**config.mk**
```make
export PLATFORM = sky130hd
export DESIGN_NAME = adw_decoder
export DESIGN_NICKNAME = d
export VERILOG_FILES = /design/src/rtl/adw_pkg.sv /design/src/rtl/adw_window_decode.sv /design/src/rtl/adw_strobe_capture.sv /design/src/rtl/adw_map_regs.sv /design/src/rtl/adw_decoder.sv
export SDC_FILE = /design/constraint.sdc
export NUM_CORES = 1
export LEC_CHECK = 0
export ABC_CLOCK_PERIOD_IN_PS = 2700
export BUFFER_PORTS_ARGS = -buffer_cell sky130_fd_sc_hd__buf_2
export CAP_MARGIN = 20
export CORE_ASPECT_RATIO = 0.75
export CORE_MARGIN = 2
export CORE_UTILIZATION = 47
export DETAILED_ROUTE_END_ITERATION = 10
export PLACE_DENSITY = 0.8
export SLEW_MARGIN = 20
export SYNTH_ARGS = -nofsm -noshare
export SYNTH_HDL_FRONTEND = slang
export SYNTH_SLANG_ARGS = --single-unit
```
**constraint.sdc**
```tcl
create_clock -name clk -period 2.7 [get_ports clk]
set_input_delay 0.54 -clock clk [delete_from_list [all_inputs] [get_ports clk]]
set_output_delay 0.54 -clock clk [all_outputs]
set_load 0.01 [all_outputs]
```
**src/rtl/adw_pkg.sv**
```systemverilog
package adw_pkg;
  typedef struct packed {
    logic none;
    logic plane1;
    logic plane0;
    logic ram;
    logic regs;
  } adw_sel_t;

  localparam adw_sel_t ADW_SEL_IDLE = '{none: 1'b1, default: 1'b0};
endpackage

```
**src/rtl/adw_window_decode.sv**
```systemverilog
module adw_window_decode
  import adw_pkg::*;
#(
  parameter int ADDR_W    = 16,
  parameter int DATA_W    = 8,
  parameter int REG_WIN_W = 10,
  parameter int MEM_WIN_W = 13,
  parameter int RAM_OFS   = 'h200,
  parameter int RAM_DEPTH = 16
) (
  input  logic [ADDR_W-1:0]           addr_i,
  input  logic                        enable_i,
  input  logic [DATA_W-1:0]           reg_map_i,
  input  logic [ADDR_W-MEM_WIN_W-1:0] mem_base_i,
  output adw_sel_t                    sel_o
);
  localparam int REG_BASE_W = ADDR_W - REG_WIN_W;
  localparam int MEM_BASE_W = ADDR_W - MEM_WIN_W;
  localparam int RAM_IDX_W  = $clog2(RAM_DEPTH);
  localparam int RAM_TAG_W  = REG_WIN_W - RAM_IDX_W;
  localparam logic [RAM_TAG_W-1:0] RAM_TAG = RAM_TAG_W'(RAM_OFS >> RAM_IDX_W);

  logic reg_armed, reg_hit, mem_hit, ram_hit, plane_bit;

  always_comb begin
    reg_armed = (reg_map_i[DATA_W-1 -: 2] == 2'b10);
    reg_hit   = reg_armed && (addr_i[ADDR_W-1 -: REG_BASE_W] == reg_map_i[REG_BASE_W-1:0]);
    mem_hit   = (addr_i[ADDR_W-1 -: MEM_BASE_W] == mem_base_i);
    ram_hit   = (addr_i[REG_WIN_W-1 -: RAM_TAG_W] == RAM_TAG);
    plane_bit = addr_i[MEM_WIN_W-1];
    sel_o     = ADW_SEL_IDLE;
    if (enable_i) begin
      if (reg_hit) begin
        sel_o.none = 1'b0;
        if (ram_hit) sel_o.ram = 1'b1;
        else         sel_o.regs = 1'b1;
      end else if (mem_hit) begin
        sel_o.none = 1'b0;
        if (plane_bit) sel_o.plane1 = 1'b1;
        else           sel_o.plane0 = 1'b1;
      end
    end
  end
endmodule

```
**src/rtl/adw_strobe_capture.sv**
```systemverilog
module adw_strobe_capture
  import adw_pkg::*;
#(
  parameter int ADDR_W = 16
) (
  input  logic              clk,
  input  logic              rst_n,
  input  logic              as_i,
  input  logic              ce_i,
  input  logic              sel_n_i,
  input  logic [ADDR_W-1:0] addr_i,
  input  adw_sel_t          sel_d_i,
  output logic              enable_o,
  output logic [ADDR_W-1:0] addr_q_o,
  output adw_sel_t          sel_q_o
);
  logic as_q;
  logic fall;

  assign fall     = as_q & ~as_i;
  assign enable_o = ce_i & ~sel_n_i;

  always_ff @(posedge clk or negedge rst_n) begin
    if (!rst_n) begin
      as_q     <= 1'b1;
      addr_q_o <= '0;
      sel_q_o  <= ADW_SEL_IDLE;
    end else begin
      as_q <= as_i;
      if (fall) begin
        addr_q_o <= addr_i;
        sel_q_o  <= sel_d_i;
      end
    end
  end
endmodule

```
**src/rtl/adw_map_regs.sv**
```systemverilog
module adw_map_regs #(
  parameter int          DATA_W      = 8,
  parameter int          REG_WIN_W   = 10,
  parameter logic [7:0]  REG_MAP_RST = 8'h81,
  parameter logic [7:0]  MEM_MAP_RST = 8'h07,
  parameter int          REG_RD_OFS  = 'h000,
  parameter int          MEM_RD_OFS  = 'h038
) (
  input  logic                 clk,
  input  logic                 rst_n,
  input  logic                 wr_i,
  input  logic                 wr_sel_i,
  input  logic [DATA_W-1:0]    wr_data_i,
  input  logic                 acc_reg_i,
  input  logic [REG_WIN_W-1:0] offset_i,
  output logic [DATA_W-1:0]    reg_map_o,
  output logic [DATA_W-1:0]    mem_map_o,
  output logic                 rd_hit_o,
  output logic [DATA_W-1:0]    rd_data_o
);
  localparam logic [REG_WIN_W-1:0] REG_OFS = REG_WIN_W'(REG_RD_OFS);
  localparam logic [REG_WIN_W-1:0] MEM_OFS = REG_WIN_W'(MEM_RD_OFS);

  always_ff @(posedge clk or negedge rst_n) begin
    if (!rst_n) begin
      reg_map_o <= DATA_W'(REG_MAP_RST);
      mem_map_o <= DATA_W'(MEM_MAP_RST);
    end else if (wr_i) begin
      if (wr_sel_i) mem_map_o <= wr_data_i;
      else          reg_map_o <= wr_data_i;
    end
  end

  always_comb begin
    rd_hit_o  = 1'b0;
    rd_data_o = '0;
    if (acc_reg_i) begin
      if (offset_i == REG_OFS) begin
        rd_hit_o  = 1'b1;
        rd_data_o = ~reg_map_o;
      end else if (offset_i == MEM_OFS) begin
        rd_hit_o  = 1'b1;
        rd_data_o = ~mem_map_o;
      end
    end
  end
endmodule

```
**src/rtl/adw_decoder.sv**
```systemverilog
module adw_decoder
  import adw_pkg::*;
#(
  parameter int          ADDR_W      = 16,
  parameter int          DATA_W      = 8,
  parameter int          REG_WIN_W   = 10,
  parameter int          MEM_WIN_W   = 13,
  parameter int          RAM_OFS     = 'h200,
  parameter int          RAM_DEPTH   = 16,
  parameter logic [7:0]  REG_MAP_RST = 8'h81,
  parameter logic [7:0]  MEM_MAP_RST = 8'h07,
  parameter int          POL_BIT     = 3,
  parameter int          LAM_BIT     = 5,
  localparam int         RAM_IDX_W   = $clog2(RAM_DEPTH)
) (
  input  logic                 clk,
  input  logic                 rst_n,
  input  logic                 as_i,
  input  logic                 ce_i,
  input  logic                 sel_n_i,
  input  logic [ADDR_W-DATA_W-1:0] addr_hi_i,
  input  logic [DATA_W-1:0]    ad_i,
  input  logic                 map_wr_i,
  input  logic                 map_wr_sel_i,
  input  logic [DATA_W-1:0]    map_wr_data_i,
  input  logic                 reset_pin_i,
  input  logic [DATA_W-1:0]    portb_gp_i,
  output logic                 sel_reg_o,
  output logic                 sel_ram_o,
  output logic                 sel_plane0_o,
  output logic                 sel_plane1_o,
  output logic                 sel_none_o,
  output logic [ADDR_W-1:0]    latched_addr_o,
  output logic [RAM_IDX_W-1:0] ram_index_o,
  output logic                 map_rd_hit_o,
  output logic [DATA_W-1:0]    map_rd_data_o,
  output logic                 ext_reset_o,
  output logic [DATA_W-1:0]    portb_o,
  output logic                 portb_addr_mode_o
);
  localparam int MEM_BASE_W = ADDR_W - MEM_WIN_W;

  logic [ADDR_W-1:0] bus_addr;
  logic              enable;
  adw_sel_t          sel_d, sel_q;
  logic [DATA_W-1:0] reg_map, mem_map;

  assign bus_addr = {addr_hi_i, ad_i};

  adw_window_decode #(
    .ADDR_W(ADDR_W), .DATA_W(DATA_W), .REG_WIN_W(REG_WIN_W),
    .MEM_WIN_W(MEM_WIN_W), .RAM_OFS(RAM_OFS), .RAM_DEPTH(RAM_DEPTH)
  ) u_decode (
    .addr_i    (bus_addr),
    .enable_i  (enable),
    .reg_map_i (reg_map),
    .mem_base_i(mem_map[MEM_BASE_W-1:0]),
    .sel_o     (sel_d)
  );

  adw_strobe_capture #(.ADDR_W(ADDR_W)) u_capture (
    .clk     (clk),
    .rst_n   (rst_n),
    .as_i    (as_i),
    .ce_i    (ce_i),
    .sel_n_i (sel_n_i),
    .addr_i  (bus_addr),
    .sel_d_i (sel_d),
    .enable_o(enable),
    .addr_q_o(latched_addr_o),
    .sel_q_o (sel_q)
  );

  adw_map_regs #(
    .DATA_W(DATA_W), .REG_WIN_W(REG_WIN_W),
    .REG_MAP_RST(REG_MAP_RST), .MEM_MAP_RST(MEM_MAP_RST)
  ) u_maps (
    .clk      (clk),
    .rst_n    (rst_n),
    .wr_i     (map_wr_i),
    .wr_sel_i (map_wr_sel_i),
    .wr_data_i(map_wr_data_i),
    .acc_reg_i(sel_q.regs),
    .offset_i (latched_addr_o[REG_WIN_W-1:0]),
    .reg_map_o(reg_map),
    .mem_map_o(mem_map),
    .rd_hit_o (map_rd_hit_o),
    .rd_data_o(map_rd_data_o)
  );

  assign sel_reg_o         = sel_q.regs;
  assign sel_ram_o         = sel_q.ram;
  assign sel_plane0_o      = sel_q.plane0;
  assign sel_plane1_o      = sel_q.plane1;
  assign sel_none_o        = sel_q.none;
  assign ram_index_o       = latched_addr_o[RAM_IDX_W-1:0];
  assign ext_reset_o       = mem_map[POL_BIT] ? reset_pin_i : ~reset_pin_i;
  assign portb_addr_mode_o = mem_map[LAM_BIT];
  assign portb_o           = mem_map[LAM_BIT] ? latched_addr_o[DATA_W-1:0] : portb_gp_i;
endmodule

```
==> impl_metrics.toml <==
[global_routing]
grt_max_degree = 39
grt_pass1_wl_mm = 7.60
grt_overflow = 0
grt_pass1_vias = 1603
grt_use_total = 0.216
antenna_found_initial = 0

[timing]
setup_viol = 0
finalHoldViolations = 0
fmax_mhz = 373
clock_skew_ns = 0.00966
rsz0062_at_grt = "true"
worst_slew_pin_slew_ns = 0.803
max_slew_margin = 0.465
period_share = 0.993
drv_slew = 0
min_period_ns = 2.68
tns_ns = 0

[cells_and_area]
layout_common_cells = "83 x buf_2, 53 x nand2_1, 31 x dfrtp_1, 16 x mux2_1, 8 x mux2_2"
num_antenna_cells = 0
fin_nets = 305
post-route-util = 0.656
final_common_cell = "buf_2"
final_layout_size_suffix_gt1_frac = 0.455
syn_to_final_growth_pct = 31.2

[routing]
drc = 0
routed_wl_mm = 4.49
drt_iter0_markers = 62
num_vias = 1594
firstDrtPassIters = 4
vias_per_cell = 5.01
ant_nets = 0
routedWlPerCell_microns = 14.1

[worst_setup_path]
critPathCapture = "map_rd_data_o[2]"
path_max_fanout = 8
cp-start-kind = "flop"
r2r_start = "u_maps.reg_map_o[1]$_DFFE_PN0P_"
crit_type = "reg2out"
cp.arrival_ns = 2.14
crit_start = "u_capture.addr_q_o[8]$_DFFE_PN0P_"
worstSetupEndpointType = "output port"
cp.required_ns = 2.16
r2r-end = "u_capture.sel_q_o[3]$_DFFE_PN0P_"
rr_worst_depth = 4
reg2reg_slack_ns = 1.16

[clock_tree]
clk_pin_slew_ns = 0.08
cts_inserted_buffers = 5
cts_buffer_depth = 2
clock-sinks = 38
cts-root-buf = "clkbuf_8"
cts_tree = "done"
htreeDepth = 2
clock_latency_ns = 0.29
holdBufCountCts = 0

[placement]
dpl.hpwl_mm = 3.45
port-buffer-count = 83
gp_congestion = 0.819

[synth]
synth_edf_count = 0
netlist_instances = 179
synth.area.mux_share = 0.160
synth.avg_cell_area_sq_um = 10.5
synth_ff_type = "dfrtp_1"
ys_ff_latch = 38
yosys-top-cells-area = "dfrtp_1 41%, nand2_1 11%, dfstp_2 9.8%"
synth_top_area_share = 0.413
synth_seq_area_share = 0.511
synth_top_family_by_area = "simple AND/OR/NAND/NOR gates"
synth_adder_area_share = 0
synth_compound_area_frac = 0.0466
netlist-cell-type-count = 33
yosys.area.top_type = "dfrtp_1"
netlist_area_sq_mm = 0.00188
yosys.area_share.simple = 0.198
ys_async_sr_fraction = 1.00
synth_xor_xnor_area_share = 0.0466
syn-num-nets = 219
yosysWarnings = 0

[die]
ios = 84
rows = 19
chipHeight_microns = 58.8
fp.dieW_microns = 77.0
die_area_sq_mm = 0.00453
start_util = 0.500
core_sq_mm = 0.00376

[pwr]
irDropWorstVdd_uv = 398
p_leak_nw = 1.30
p_per_area_mw_per_mm2 = 584

[hold_path]
hp-class = "in2async"

[flow_run]
cap_violations = 0

[run_status]
status = "finished clean"
## critical path, stage by stage, from the launching register on
cell	delay, ns
dfrtp_1	0.38
or4_4	0.55
or3_4	0.41
mux2_4	0.32
nor2_2	0.07
buf_2	0.12
## cell usage after synthesis, types with 2 or more instances
cell type	count
a211oi_1	6
and3_1	6
buf_4	4
clkbuf_1	6
dfrtp_1	31
dfstp_2	7
mux2_1	16
mux2_2	8
mux2_4	2
nand2_1	53
nand3_1	2
nand3b_1	2
nand4_1	2
nor2_1	2
nor2_2	2
nor2b_1	2
nor3_1	2
or3_1	3
xnor2_1	6
xor2_1	4
## what timing repair did
item	in CTS	in global routing
resized for setup	3	1
setup endpoints to repair	8	8
buffers inserted	2	1
pin swaps	1	2
## power breakdown
group | switching (mW) | total, mW | leakage (nW) | internal [mW]
sequential | 0.0608 | 0.708 | 0.456 | 0.647
clock | 0.203 | 0.408 | 0.0472 | 0.205
combinational | 0.160 | 0.325 | 0.793 | 0.165
## area by class of cell
type	count	area (sq um)
fillers	315	1290
flip-flops and latches	38	960
multi-input cells	128	870
repair buffers	90	468
clock buffers	6	82.6
well taps	52	65.1
clock inverters	2	12.5
inverters	2	7.51
## worst min-delay path by stage
stage          slack [ns]  cells after the start                            endpoint                          startpoint
6_report             0.33                      1    u_capture.sel_q_o[2]$_DFFE_PN0P_                               rst_n
5_1_grt              0.37                      1            u_capture.as_q$_DFF_PN1_                                as_i
4_1_cts              0.37                      1    u_capture.sel_q_o[2]$_DFFE_PN0P_                               rst_n
3_5_place_dp         0.46                      2  u_capture.addr_q_o[15]$_DFFE_PN0P_  u_capture.addr_q_o[15]$_DFFE_PN0P_
3_3_place_gp         0.46                      2  u_capture.addr_q_o[15]$_DFFE_PN0P_  u_capture.addr_q_o[15]$_DFFE_PN0P_
2_1_floorplan        0.24                      0   u_capture.addr_q_o[0]$_DFFE_PN0P_                               rst_n
## cell families after synthesis
group / count (synthesis)
AOI/OAI and AO/OA: 11
DFF: 38
xor gates and xnor gates: 10
buffers and inverters: 13
and+or+nand+nor: 81
muxes: 26
## sequential cells by signal, indices dropped and copies added, names as in the netlist
register	count
u_capture.addr_q_o	16
u_maps.mem_map_o	8
u_maps.reg_map_o	8
u_capture.sel_q_o	5
u_capture.as_q	1
## metal layers
layer,share of wire,track usage,wire (microns)
met1,0.45,0.282,2040
met2,0.45,0.353,2030
met3,0.084,0.0598,379
met4,0.0096,0.0791,43
met5,0,0,0
## per-stage QoR
stage	hold WS, ns	cell area, sq um	std cells	total power, mW	setup WS, ns
6_report	0.331	2460	318	1.44	0.0202
5_1_grt	0.371	2460	318	1.52	-0.0578
4_1_cts	0.368	2450	317	1.45	-0.0515
3_5_place_dp	0.462	2330	307	1.03	0.116
3_3_place_gp	0.458	2330	307	1.02	0.129
2_1_floorplan	0.244	1880	179	0.889	0.286
No activity file was read; power rests on OpenSTA's default activity.
